File: src/rtl/seg_xlate_pkg.sv
package seg_xlate_pkg;
  localparam int unsigned DEF_LADDR_W  = 16;
  localparam int unsigned DEF_SEG_BITS = 2;
  localparam int unsigned DEF_PADDR_W  = 16;

  typedef enum logic [1:0] {
    FLT_NONE   = 2'b00,
    FLT_BOUNDS = 2'b01,
    FLT_PROT   = 2'b10
  } fault_e;

  // Bounds outranks protection.
  function automatic fault_e pick_fault(input logic bounds, input logic perm);
    if (bounds)    return FLT_BOUNDS;
    else if (perm) return FLT_PROT;
    else           return FLT_NONE;
  endfunction
endpackage

File: src/rtl/seg_table.sv
module seg_table #(
  parameter int unsigned SEG_BITS = 2,
  parameter int unsigned PADDR_W  = 16,
  parameter int unsigned OFF_W    = 14,
  localparam int unsigned NSEG    = 1 << SEG_BITS,
  localparam int unsigned EW      = PADDR_W + OFF_W + 2,
  localparam int unsigned TBL_W   = NSEG * EW
) (
  input  logic                clk,
  input  logic                rst_n,
  input  logic                wr_en,
  input  logic [SEG_BITS-1:0] wr_idx,
  input  logic [EW-1:0]       wr_ent,
  input  logic [SEG_BITS-1:0] xl_idx,
  output logic [EW-1:0]       xl_ent,
  input  logic [SEG_BITS-1:0] cf_idx,
  output logic [EW-1:0]       cf_ent,
  output logic [TBL_W-1:0]    tbl_flat
);
  // Entry layout: {base, limit, rd, wr}
  for (genvar g = 0; g < NSEG; g++) begin : g_ent
    logic [EW-1:0] ent_q;
    logic          hit;
    assign hit = wr_en && (wr_idx == SEG_BITS'(g));
    always_ff @(posedge clk) begin
      if (!rst_n)   ent_q <= '0;
      else if (hit) ent_q <= wr_ent;
    end
    assign tbl_flat[g*EW +: EW] = ent_q;
  end

  assign xl_ent = tbl_flat[xl_idx*EW +: EW];
  assign cf_ent = tbl_flat[cf_idx*EW +: EW];
endmodule

File: src/rtl/seg_check.sv
module seg_check
  import seg_xlate_pkg::*;
#(
  parameter int unsigned PADDR_W = 16,
  parameter int unsigned OFF_W   = 14,
  localparam int unsigned EW     = PADDR_W + OFF_W + 2
) (
  input  logic [EW-1:0]      ent,
  input  logic [OFF_W-1:0]   offset,
  input  logic               write,
  output logic [PADDR_W-1:0] paddr,
  output logic               bounds_hit,
  output logic               perm_hit,
  output fault_e             fault
);
  logic [PADDR_W-1:0] base;
  logic [OFF_W-1:0]   limit;
  logic               rd_ok, wr_ok;

  assign {base, limit, rd_ok, wr_ok} = ent;

  function automatic logic [PADDR_W-1:0] reloc(input logic [PADDR_W-1:0] b,
                                               input logic [OFF_W-1:0]   o);
    logic [PADDR_W+OFF_W:0] s;
    s = (PADDR_W+OFF_W+1)'(b) + (PADDR_W+OFF_W+1)'(o);
    return s[PADDR_W-1:0];
  endfunction

  function automatic logic over_limit(input logic [OFF_W-1:0] o,
                                      input logic [OFF_W-1:0] l);
    return o > l;
  endfunction

  function automatic logic denied(input logic w, input logic r_ok, input logic w_ok);
    return w ? !w_ok : !r_ok;
  endfunction

  assign paddr      = reloc(base, offset);
  assign bounds_hit = over_limit(offset, limit);
  assign perm_hit   = denied(write, rd_ok, wr_ok);
  assign fault      = pick_fault(bounds_hit, perm_hit);
endmodule

File: src/rtl/seg_resp.sv
module seg_resp
  import seg_xlate_pkg::*;
#(
  parameter int unsigned PADDR_W = 16
) (
  input  logic               clk,
  input  logic               rst_n,
  input  logic               in_valid,
  input  logic [PADDR_W-1:0] in_paddr,
  input  fault_e             in_fault,
  output logic               rsp_valid,
  output logic [PADDR_W-1:0] rsp_paddr,
  output logic [1:0]         rsp_fault
);
  logic clean;
  assign clean = in_valid && (in_fault == FLT_NONE);

  always_ff @(posedge clk) begin
    if (!rst_n) begin
      rsp_valid <= 1'b0;
      rsp_paddr <= '0;
      rsp_fault <= 2'b00;
    end else begin
      rsp_valid <= in_valid;
      rsp_paddr <= clean ? in_paddr : '0;
      rsp_fault <= in_valid ? in_fault : FLT_NONE;
    end
  end
endmodule

File: src/rtl/seg_xlate.sv
module seg_xlate
  import seg_xlate_pkg::*;
#(
  parameter int unsigned LADDR_W  = DEF_LADDR_W,
  parameter int unsigned SEG_BITS = DEF_SEG_BITS,
  parameter int unsigned PADDR_W  = DEF_PADDR_W,
  localparam int unsigned OFF_W   = LADDR_W - SEG_BITS
) (
  input  logic                clk,
  input  logic                rst_n,
  input  logic                priv,
  input  logic                req_valid,
  input  logic                req_write,
  input  logic [LADDR_W-1:0]  req_laddr,
  output logic                rsp_valid,
  output logic [PADDR_W-1:0]  rsp_paddr,
  output logic [1:0]          rsp_fault,
  input  logic [SEG_BITS-1:0] cfg_idx,
  input  logic                cfg_we,
  input  logic [PADDR_W-1:0]  cfg_wbase,
  input  logic [OFF_W-1:0]    cfg_wlimit,
  input  logic                cfg_wrd,
  input  logic                cfg_wwr,
  output logic [PADDR_W-1:0]  cfg_rbase,
  output logic [OFF_W-1:0]    cfg_rlimit,
  output logic                cfg_rrd,
  output logic                cfg_rwr,
  output logic                cfg_err
);
  localparam int unsigned NSEG  = 1 << SEG_BITS;
  localparam int unsigned EW    = PADDR_W + OFF_W + 2;
  localparam int unsigned TBL_W = NSEG * EW;

  // Named internal events, observed by the bound checker.
  logic                cfg_write_ok;
  logic                cfg_write_blocked;
  logic                bounds_hit;
  logic                perm_hit;
  logic [TBL_W-1:0]    tbl_flat;

  logic [SEG_BITS-1:0] seg_idx;
  logic [OFF_W-1:0]    offset;
  logic [EW-1:0]       xl_ent, cf_ent, wr_ent;
  logic [PADDR_W-1:0]  paddr_nxt;
  fault_e              fault_nxt;

  assign seg_idx = req_laddr[LADDR_W-1 -: SEG_BITS];
  assign offset  = req_laddr[OFF_W-1:0];

  assign cfg_write_ok      = cfg_we &&  priv;
  assign cfg_write_blocked = cfg_we && !priv;
  assign wr_ent            = {cfg_wbase, cfg_wlimit, cfg_wrd, cfg_wwr};

  seg_table #(.SEG_BITS(SEG_BITS), .PADDR_W(PADDR_W), .OFF_W(OFF_W)) u_table (
    .clk     (clk),
    .rst_n   (rst_n),
    .wr_en   (cfg_write_ok),
    .wr_idx  (cfg_idx),
    .wr_ent  (wr_ent),
    .xl_idx  (seg_idx),
    .xl_ent  (xl_ent),
    .cf_idx  (cfg_idx),
    .cf_ent  (cf_ent),
    .tbl_flat(tbl_flat)
  );

  seg_check #(.PADDR_W(PADDR_W), .OFF_W(OFF_W)) u_check (
    .ent       (xl_ent),
    .offset    (offset),
    .write     (req_write),
    .paddr     (paddr_nxt),
    .bounds_hit(bounds_hit),
    .perm_hit  (perm_hit),
    .fault     (fault_nxt)
  );

  seg_resp #(.PADDR_W(PADDR_W)) u_resp (
    .clk      (clk),
    .rst_n    (rst_n),
    .in_valid (req_valid),
    .in_paddr (paddr_nxt),
    .in_fault (fault_nxt),
    .rsp_valid(rsp_valid),
    .rsp_paddr(rsp_paddr),
    .rsp_fault(rsp_fault)
  );

  // Readback only in privileged mode.
  assign {cfg_rbase, cfg_rlimit, cfg_rrd, cfg_rwr} = priv ? cf_ent : '0;

  always_ff @(posedge clk) begin
    if (!rst_n) cfg_err <= 1'b0;
    else        cfg_err <= cfg_write_blocked;
  end
endmodule

File: config.mk
export PLATFORM = sky130hd
export DESIGN_NAME = seg_xlate
export DESIGN_NICKNAME = d
export VERILOG_FILES = /design/src/rtl/seg_xlate_pkg.sv /design/src/rtl/seg_table.sv /design/src/rtl/seg_check.sv /design/src/rtl/seg_resp.sv /design/src/rtl/seg_xlate.sv
export SDC_FILE = /design/constraint.sdc
export NUM_CORES = 1
export LEC_CHECK = 0
export BUFFER_PORTS_ARGS = -buffer_cell sky130_fd_sc_hd__buf_2
export CAP_MARGIN = 30
export CORE_MARGIN = 2
export CORE_UTILIZATION = 39
export DETAILED_ROUTE_END_ITERATION = 8
export PLACE_DENSITY = 0.56
export SYNTH_ARGS = -nofsm -noshare
export SYNTH_HDL_FRONTEND = slang
export SYNTH_SLANG_ARGS = --single-unit
File: constraint.sdc
create_clock -name clk -period 9.2 [get_ports clk]
set_input_delay 0 -clock clk [delete_from_list [all_inputs] [get_ports clk]]
set_output_delay 0 -clock clk [all_outputs]
set_load 0.01 [all_outputs]
## Word-level counts from Yosys, hierarchy flattened

Index checks and enable logic that the tools add are counted.

- Bits of input ports: 56
- Flip-flop bits (word level): 148

- Mux-type cells: 4
- Equal/unequal tests: 3
- Reduce and logical (&&, ||, !) cells: 14
- Shift operators: 2
- $lt $le $gt $ge: 1
- $add $sub $neg: 1

Operators with widths:

| operator | count |
|---|---|
| variable part select 128 x 8 -> 32 bit | 2 |
| two-way mux 32 bit | 1 |
| adder 16 x 14 -> 16 bit | 1 |
| greater-than comparator 14 bit | 1 |
| logical AND 1 bit | 7 |
| equality test 2 bit, second input constant | 2 |
| logical NOT 2 bit | 2 |
| two-way mux 2 bit | 2 |
| AND reduction 2 bit | 2 |
| logical NOT 1 bit | 3 |
| equality test 2 x 1 -> 1 bit, second input constant | 1 |
| two-way mux 1 bit | 1 |

## Depth between registers and ports, before layout

- Depth in word-level cells: 8
- Mapped depth: 13
- Mapped depth without buffers: 9

## Modules after synthesis

Synthesis repeated with hierarchy kept, for this count alone.

- Cell total of the unflattened synthesis: 747
- Area, all modules: 8,247.9 um^2

Modules (own cells, without submodules):

| module | seq. area each (um^2) | cells an instance | area an instance (um^2) | times used |
|---|---|---|---|---|
| seg_table | 2,562.5 | 533 | 6,357.3 | 1 |
| seg_check | 0.0 | 136 | 1,053.5 | 1 |
| seg_resp | 380.4 | 40 | 544.3 | 1 |
| seg_xlate | 20.0 | 38 | 292.8 | 1 |

## Worst setup path before layout

Ideal clock, no wire load.

- Kind: input to register
- Start: input req_laddr[14]
- End: register u_resp.rsp_paddr[12]
- Library setup time: 115 ps
- Path slack: 6,271 ps
- Data required time: 9,085 ps
- Stages on the path: 12
- Data arrival time: 2,814 ps
- Path buffers: 3
- Cells stage by stage: buf_4 > buf_2 > buf_4 > mux4_2 > ha_1 > fa_1 > a211oi_1 > nor2_2 > o21ai_1 > o21ai_0 > xor2_1 > and2_1

- Word-level cells in the longest chain between the ends: 8

RTL lines:

| item | RTL line | RTL |
|---|---|---|
| start, declared | seg_xlate.sv:14 | `input logic [LADDR_W-1:0] req_laddr,` |
| variable part select 128 x 8 -> 32 bit (*) | seg_table.sv:32 | `assign xl_ent = tbl_flat[xl_idx*EW +: EW];` |
| parallel branches: the longest is 7 deep, another holds greater-than comparator 14 bit | n/a |  |
| end signal, assigned | seg_resp.sv:25 | `rsp_paddr <= clean ? in_paddr : '0;` |
| end, declared | seg_resp.sv:12 | `output logic [PADDR_W-1:0] rsp_paddr,` |

Mark *: on every way between the ends.
A chain may end at the register's enable or synchronous reset.

## Worst setup path after layout

Ends and elaborated chain as after synthesis.

==> flow_metrics.env <==
export IMPL_synth_nets=948
export IMPL_via_per_inst=5.16
export IMPL_cts_htree_levels=4
export IMPL_syn_to_final_growth_pct=19.8
export IMPL_port_buffers=107
export IMPL_hold_viol=0
export IMPL_synth_seq_cells=148
export IMPL_p_int_mw=1.08
export IMPL_rsz0062_at_grt="false"
export IMPL_whs_endpoint="u_resp.rsp_paddr[1]"
export IMPL_cp_max_fo=32
export IMPL_path_clk_slew_ps=60
export IMPL_insertion_delay_ps=430
export IMPL_report_final_slew_viol_count=0
export IMPL_route_vias_total=6491
export IMPL_rr_startpoint="u_table.g_ent[3].ent_q[16]"
export IMPL_yosysTopAreaCellShare_pct=36.7
export IMPL_arrival_ps=3060
export IMPL_detailed_place_hpwl_mm=14.4
export IMPL_synth_top_family_by_area="simple AND/OR/NAND/NOR gates"
export IMPL_numCtsBuffers=17
export IMPL_power_density_nw_per_um2=150
export IMPL_relSlewSlack_pct=38.9
export IMPL_hold_start="req_laddr[1]"
export IMPL_worst_r2r_setup_slack_ps=6480
export IMPL_synthMuxAreaShare_pct=18.3
export IMPL_combPwrFrac_pct=11.6
export IMPL_grt_ovfl_total=0
export IMPL_synth_xor_area_share_pct=1.19
export IMPL_outcome="finished, final reports clean"
export IMPL_yosys_warnings=0
export IMPL_clockBufferDepth=2
export IMPL_synth_cell_types=43
export IMPL_fill_cells=1990
export IMPL_grt_pass1_wl_mm=35.6
export IMPL_globalplace_congestion=0.777
export IMPL_met1Wirelength_mm=10.6
export IMPL_fin_area_um2=9670
export IMPL_dr_wl_met3_mm=1.03
export IMPL_cp_required_ps=9520
export IMPL_synthTopCellsByArea="dfxtp_1 (37%), mux4_2 (18%), nand2_1 (13%)"
export IMPL_cts_num_sinks=148
export IMPL_leakagePower_nw=3.65
export IMPL_setup_violations=0
export IMPL_gr_usage_all_layers_pct=21.4
export IMPL_p_clk_share_pct=42.7
export IMPL_dpl_cell_area_um2=8810
export IMPL_antenna_found_initial=0
export IMPL_top_layer="met4"
export IMPL_rows=52
export IMPL_drc=0
export IMPL_fin_skew_ps=6.18
export IMPL_start_kind="input pin"
export IMPL_synth_seq_area_share_pct=36.7
export IMPL_io_pins=108
export IMPL_reg2regPathDepth=9
export IMPL_path_class="in -> reg"
export IMPL_synthSimpleGateAreaFrac_pct=18.5
export IMPL_start_util_pct=39.8
export IMPL_final_seq_area_um2=2960
export IMPL_period_share_pct=29.8
export IMPL_synth_compound_area_share_pct=16.5
export IMPL_synth_area_leader_cell="dfxtp_1"
export IMPL_grt_pass1_vias=6341
export IMPL_dieArea_um2=21900
export IMPL_drt_iter0_markers=397
export IMPL_period_needed_ps=2740
export IMPL_min_path_cells=3
export IMPL_synthArstFlopShare_pct=0
export IMPL_hold_class="in -> reg"
export IMPL_grt_max_degree=110
export IMPL_switching_share_pct=25.1
export IMPL_core_area_um2=20300
export IMPL_nets=1062
export IMPL_cts_root_buf="clkbuf_16"
export IMPL_syn_area_um2=8080
export IMPL_syn_avg_cell_area_um2=9.36
export IMPL_cts_tree="yes"
export IMPL_sequentialPowerShare_pct=45.7
export IMPL_multi_input_area_um2=4790
export IMPL_first_pass_iters=4
export IMPL_ctsResizeCount=0
export IMPL_synth_adder_area_share_pct=4.59
export IMPL_route_met2_wl_mm=10.7
export IMPL_irDropWorstVdd_v=0.000114
export IMPL_dieWidth_um=148
export IMPL_synth_most_common_cell="nand2_1"
export IMPL_ant_nets=0
export IMPL_synth_edf_count=0
export IMPL_synthesis_instances=863
export IMPL_setup_tns_ps=0
export IMPL_drt_total_wl_mm=22.7
export IMPL_die_h_um=148
export IMPL_power_switching_mw=0.364
export IMPL_routedWlPerCell_um=18.0
export IMPL_max_freq_mhz=365
export IMPL_drv_cap=0
export IMPL_drive_gt1_share_pct=22.8
export IMPL_antennaDiodeCount=0
export IMPL_postCtsSetupRepairBufs=0
export IMPL_ys_flop_type="dfxtp_1"
export IMPL_crit_path_end_kind="flip-flop"
export IMPL_yosys_top_cells_count="nand2_1 (271), dfxtp_1 (148), a21boi_0 (99)"
export IMPL_r2r_end="u_resp.rsp_paddr[12]"
export IMPL_worstMarginPinSlew_ps=914
[layout by cell type (no fill, tap or decap), types with 17 or more instances in the layout]
cell / instances
a21boi_0: 99
a21boi_1: 31
and2_1: 46
buf_2: 107
clkbuf_16: 17
dfxtp_1: 148
dlygate4sd3_1: 36
ha_1: 28
inv_1: 20
mux4_2: 64
nand2_1: 269
[worst max-delay path: stages]
cell and delay, ps:
buf_2 80, buf_4 560, mux4_2 590, ha_1 230
fa_1 430, a211oi_1 270, nor2_2 100, o21ai_1 300
o21ai_0 170, xor2_1 160, and2_1 160
[cells by family (layout without fill, tap and decap cells)]
kind of cell / count (synthesis) / count (layout)
muxes: 66 / 66
AOI/OAI and AO/OA: 182 / 182
adders and majority gates: 29 / 29
xor gates and xnor gates: 11 / 11
buffers and inverters: 79 / 205
DFF: 148 / 148
and+or+nand+nor: 348 / 348
[through the flow]
stage                     setup slack (ps)  hold slack [ps]  cells  utilization (%)  total power [mW]
after floorplan                       6270              114    863                -             0.775
final                                 6460             40.9   1259             47.7              1.45
after detailed placement              5980              268   1192             43.4             0.833
after global placement                6000              265   1191             43.3             0.832
after CTS                             6430             24.0   1259             47.7              1.46
after global routing                  6230             50.5   1259             47.7              1.51
[how the worst max path moves through the flow]
stage | depth (start not counted) | endpoint | from | slack (ps)
detailed placement | 11 | u_resp.rsp_paddr[12] | req_laddr[14] | 5980
global placement | 11 | u_resp.rsp_paddr[12] | req_laddr[14] | 6000
CTS | 11 | u_resp.rsp_paddr[12] | req_laddr[14] | 6430
finish | 11 | u_resp.rsp_paddr[12] | req_laddr[14] | 6460
global route | 11 | u_resp.rsp_paddr[12] | req_laddr[14] | 6230
floorplan | 12 | u_resp.rsp_paddr[12] | req_laddr[14] | 6270
[metal layers]
layer  global-route usage, %  up-vias
met1                    28.8     3107
met2                    35.5      152
met5                       0        -
li1                        -     3208
met4                    6.19        0
met3                    3.89       24
[state kept, by name, summed over array words and instances, names as in the netlist]
register	cells
u_table.g_ent.ent_q	128
u_resp.rsp_valid	1
u_resp.rsp_fault	2
cfg_err	1
u_resp.rsp_paddr	16
[power by group through the flow]
stage	sequential, mW	clock [mW]	combinational (mW)
final	0.662	0.618	0.168
after global routing	0.663	0.658	0.185
after CTS	0.662	0.628	0.169
after detailed placement	0.676	0	0.157
after global placement	0.676	0	0.157
after floorplan	0.674	0	0.101
[repair_timing]
item                                    CTS  global route
hold endpoints to repair                133             0
endpoints found under the setup margin    0             0
hold buffers                             36             0
[final cells by class]
class                   count  area share [%]
repair buffers            154            10.3
multi-input cells         636            49.5
clock buffers              26            4.95
flip-flops and latches    148            30.6
well taps                 270            3.49
clock inverters             5           0.285
inverters                  20           0.776
(Power assumes the default switching activity.)
